### src/rtl/sm_pkg.sv
package sm_pkg;
    typedef enum logic [1:0] {
        ST_IDLE = 2'd0,
        ST_ADD  = 2'd1,
        ST_FIX  = 2'd2
    } sm_state_e;
endpackage

### src/rtl/sm_cmpl.sv
module sm_cmpl #(
    parameter int W = 8
) (
    input  logic [W-1:0] din,
    input  logic         inv,
    output logic [W-1:0] dout
);
    for (genvar i = 0; i < W; i++) begin : g_bit
        assign dout[i] = din[i] ^ inv;
    end
endmodule

### src/rtl/sm_padd.sv
module sm_padd #(
    parameter int W = 8
) (
    input  logic [W-1:0] x,
    input  logic [W-1:0] y,
    input  logic         cin,
    output logic [W-1:0] sum,
    output logic         cout
);
    localparam int WE = W + 1;
    logic [WE-1:0] full;
    assign full = {1'b0, x} + {1'b0, y} + {{W{1'b0}}, cin};
    assign sum  = full[W-1:0];
    assign cout = full[W];
endmodule

### src/rtl/sm_addsub.sv
module sm_addsub #(
    parameter int MAG_W = 8
) (
    input  logic             clk,
    input  logic             rst_n,
    input  logic             start,
    input  logic             sub_mode,
    input  logic             a_sign,
    input  logic [MAG_W-1:0] a_mag,
    input  logic             b_sign,
    input  logic [MAG_W-1:0] b_mag,
    output logic             res_sign,
    output logic [MAG_W-1:0] res_mag,
    output logic             ovf,
    output logic             done
);
    import sm_pkg::*;

    typedef struct packed {
        sm_state_e        state;
        logic [MAG_W-1:0] a;
        logic             as;
        logic [MAG_W-1:0] b;
        logic             bs;
        logic             e;
        logic             avf;
        logic             done;
    } regs_t;

    regs_t r_q, r_d;

    logic             eff_sub;
    logic             in_add;
    logic [MAG_W-1:0] cmp_in, cmp_out, add_x, add_sum;
    logic             cmp_inv, add_cin, add_cout;
    sm_state_e        st_q;

    assign st_q    = r_q.state;
    assign eff_sub = r_q.as ^ r_q.bs;
    assign in_add  = (r_q.state == ST_ADD);

    // Shared datapath: main complement-add in ST_ADD, negation of A in ST_FIX
    assign cmp_in  = in_add ? r_q.b : r_q.a;
    assign cmp_inv = in_add ? eff_sub : 1'b1;
    assign add_x   = in_add ? r_q.a : '0;
    assign add_cin = in_add ? eff_sub : 1'b1;

    sm_cmpl #(.W(MAG_W)) u_cmpl (
        .din  (cmp_in),
        .inv  (cmp_inv),
        .dout (cmp_out)
    );

    sm_padd #(.W(MAG_W)) u_padd (
        .x    (add_x),
        .y    (cmp_out),
        .cin  (add_cin),
        .sum  (add_sum),
        .cout (add_cout)
    );

    always_comb begin
        r_d      = r_q;
        r_d.done = 1'b0;
        case (r_q.state)
            ST_IDLE: begin
                if (start) begin
                    r_d.a     = a_mag;
                    r_d.as    = a_sign;
                    r_d.b     = b_mag;
                    r_d.bs    = b_sign ^ sub_mode;
                    r_d.avf   = 1'b0;
                    r_d.state = ST_ADD;
                end
            end
            ST_ADD: begin
                r_d.a     = add_sum;
                r_d.e     = add_cout;
                r_d.avf   = eff_sub ? 1'b0 : add_cout;
                r_d.state = ST_FIX;
            end
            ST_FIX: begin
                if (eff_sub) begin
                    if (!r_q.e) begin
                        r_d.a  = add_sum;
                        r_d.as = ~r_q.as;
                    end else if (r_q.a == '0) begin
                        r_d.as = 1'b0;
                    end
                end
                r_d.done  = 1'b1;
                r_d.state = ST_IDLE;
            end
            default: r_d.state = ST_IDLE;
        endcase
    end

    always_ff @(posedge clk or negedge rst_n) begin
        if (!rst_n) begin
            r_q <= '{state: ST_IDLE, default: '0};
        end else begin
            r_q <= r_d;
        end
    end

    assign res_sign = r_q.as;
    assign res_mag  = r_q.a;
    assign ovf      = r_q.avf;
    assign done     = r_q.done;
endmodule

### config.mk
export PLATFORM = sky130hd
export DESIGN_NAME = sm_addsub
export DESIGN_NICKNAME = d
export VERILOG_FILES = /design/src/rtl/sm_pkg.sv /design/src/rtl/sm_cmpl.sv /design/src/rtl/sm_padd.sv /design/src/rtl/sm_addsub.sv
export SDC_FILE = /design/constraint.sdc
export NUM_CORES = 1
export LEC_CHECK = 0
export ABC_AREA = 0
export BUFFER_PORTS_ARGS = -buffer_cell sky130_fd_sc_hd__buf_2
export CAP_MARGIN = 10
export CORE_ASPECT_RATIO = 1.4
export CORE_MARGIN = 2
export CORE_UTILIZATION = 25
export CTS_CLUSTER_DIAMETER = 30
export DETAILED_ROUTE_END_ITERATION = 8
export GPL_ROUTABILITY_DRIVEN = 0
export PLACE_DENSITY = 0.41
export SLEW_MARGIN = 10
export SYNTH_ARGS = -nofsm -noshare
export SYNTH_HDL_FRONTEND = slang
export SYNTH_SLANG_ARGS = --single-unit
### constraint.sdc
create_clock -name clk -period 7.52 [get_ports clk]
set_clock_uncertainty 0.1 [all_clocks]
set_input_delay 1.128 -clock clk [delete_from_list [all_inputs] [get_ports clk]]
set_output_delay 1.128 -clock clk [all_outputs]
set_load 0.02 [all_outputs]
==> results.json <==
{
  "grt_max_degree": 32,
  "cts_tree": "done",
  "cts_buffers": 3,
  "insertion_delay_ns": 0.27,
  "cap_viol_max_count": 0,
  "clk_path_buf_depth": 2,
  "hpwl_um": 3350,
  "maxClockFrequency_mhz": 328,
  "tns_ns": 0,
  "drt_iter0_drc": 55,
  "synth.avg_cell_area_um2": 9.07,
  "dp.cells": 305,
  "hold_viol": 0,
  "post_cts_buffers": 0,
  "syn_area_mm2": 0.00175,
  "synthDistinctLibCells": 44,
  "hold_class": "reg2reg",
  "cts-root-buf": "clkbuf_8",
  "seqCellArea_um2": 576,
  "critical_path_arrival_ns": 3.14,
  "vdd_ir_drop_max_uv": 128,
  "drv_slew": 0,
  "die_h_um": 103,
  "fill_cells": 752,
  "finalPower_uw": 1070,
  "post_cts_resized": 0,
  "routedWlPerCell_um": 14.0,
  "cts.sinks": 23,
  "io_pins": 33,
  "cp.required_ns": 7.62,
  "setup_viol": 0,
  "num-nets-final": 249,
  "slew_headroom_pct": 43.7,
  "vias": 1424,
  "port_buffers": 32,
  "power_leakage_uw": 0.000866,
  "dieArea_mm2": 0.00770,
  "clkTransAtPathRegs_ns": 0.09,
  "hold_ws_ns": 0.428,
  "viasPerCell": 4.61,
  "antenna_found_initial": 0,
  "ys_seq_area_share_pct": 32.9,
  "fin_cells": 309,
  "switching_share_pct": 50.4,
  "synth_edf_count": 0,
  "critPathLaunchType": "flop",
  "syn_inst": 193,
  "synthArstFlopShare_pct": 100,
  "ant_nets": 0,
  "min_period_ns": 3.05,
  "htree_levels": 1,
  "rsz0062_at_grt": "false",
  "utilization_pct": 28.8,
  "power_frac_comb_pct": 68.8,
  "grt_pass1_vias": 1458,
  "finalCritPeriodShare_pct": 40.5,
  "start_util_pct": 25.4,
  "drive_gt1_share_pct": 18.7,
  "firstDrtPassIters": 4,
  "area_growth_pct": 13.5,
  "wl_um": 4340,
  "clkPwrFrac_pct": 7.8,
  "drc_errors": 0,
  "hold_buffers": 0,
  "tightestPinTransition_ns": 0.844,
  "synth_seq_cells": 23,
  "synth_fp_nets": 227,
  "critPathMaxFanout": 31,
  "multi_input_area_mm2": 0.00106,
  "antenna_cells": 0,
  "die_w_um": 74.7,
  "intPower_uw": 531,
  "synthFlopType": "dfrtp_1",
  "layout_commonest_cell": "buf_2",
  "p_per_area_mw_per_mm2": 538,
  "yosys_warnings": 0,
  "p_switching_uw": 539,
  "crit_type": "reg2reg",
  "track_usage_pct": 12.4,
  "end_kind": "flop",
  "coreArea_mm2": 0.00689,
  "seq_power_share_pct": 23.3,
  "layout_common_cells": "32 x buf_2, 23 x dfrtp_1, 22 x nand2_1, 12 x a21oi_1, 11 x ha_1",
  "outcome": "finished, final reports clean",
  "rows": 36,
  "grt-ovfl-total": 0,
  "grt_pass1_wl_um": 7230
}
cells in the mapped netlist, types with 2 or more instances:
library cell,n,area (µm²)
xor2_1,3,26.3
o21ai_0,5,25.0
and2_1,7,43.8
ha_1,11,138
or4_1,2,15.0
o21a_1,3,22.5
o211ai_1,2,15.0
nand3_1,5,25.0
o22ai_1,3,18.8
nand2b_1,5,31.3
a41oi_1,2,17.5
xnor2_1,8,70.1
nand2_1,22,82.6
a22oi_1,3,22.5
a31oi_1,4,25.0
nor2b_1,4,25.0
nor2_1,10,37.5
inv_1,6,22.5
o21ai_1,6,30.0
mux2_1,8,90.1
a21o_1,3,22.5
mux2_2,2,22.5
dfrtp_1,23,576
clkbuf_1,6,22.5
mux2i_1,3,30.0
buf_4,8,60.1
a21oi_1,12,60.1
registers in the layout, summed over array words and instances, names as in the netlist:
register  flops
r_q          10
res_mag       8
st_q          2
done          1
ovf           1
res_sign      1
cell type report:
class	count	area share (%)
flip-flops and latches	23	29.0
clock buffers	4	2.27
inverters	6	1.13
multi-input cells	149	53.6
repair buffers	32	8.06
well taps	95	5.98
metal layers:
layer / track usage (%) / wire length, µm / up-vias
li1: - / - / 724
met1: 15.6 / 1900 / 667
met2: 21.5 / 2230 / 28
met3: 1.47 / 144 / 5
met4: 4.53 / 71 / 0
met5: 0 / 0 / -
stage by stage:
stage	worst slack (ns)	instance area (µm²)
after global routing	4.15	1990
after global placement	4.45	1940
after floorplan	4.76	1750
after detailed placement	4.47	1940
after CTS	4.44	1990
final	4.47	1990
cell families (layout without fill, tap and decap cells):
| logic type | Yosys count | count (layout) | synth area share [%] |
|---|---|---|---|
| adders and majority gates | 12 | 12 | 9.01 |
| buffers and inverters | 21 | 42 | 6.29 |
| muxes | 13 | 13 | 8.15 |
| DFF | 23 | 23 | 32.9 |
| xor gates and xnor gates | 12 | 12 | 6.43 |
| and+or+nand+nor | 60 | 60 | 16.8 |
| AOI/OAI and AO/OA | 52 | 52 | 20.4 |
power groups by stage:
stage          combinational, µW  sequential, µW  clock, µW
2_1_floorplan                610             239          0
3_3_place_gp                 746             254          0
3_5_place_dp                 746             255          0
4_1_cts                      750             253       89.6
5_1_grt                      840             260       95.9
6_report                     736             250       83.9
worst max-delay path, stage by stage (launching register included):
cell,delay [ns]
dfrtp_1,0.40
inv_1,0.10
ha_1,0.71
o21ai_0,0.33
ha_1,0.35
o2111ai_1,0.17
o21a_1,0.27
or3b_1,0.35
a41oi_1,0.18
final timing paths:
path,startpoint,endpoint,slack [ns],cells after the start
max in group asynchronous,rst_n,res_mag[3],6.23,1
worst min-delay path,r_q[7],r_q[7],0.43,1
worst max-delay path,st_q[1],res_mag[3],4.47,8
worst max register to register,st_q[1],res_mag[3],4.47,8
min in group asynchronous,rst_n,st_q[1],0.72,1
worst min register to register,r_q[7],r_q[7],0.43,1
(Power assumes the default switching activity.)
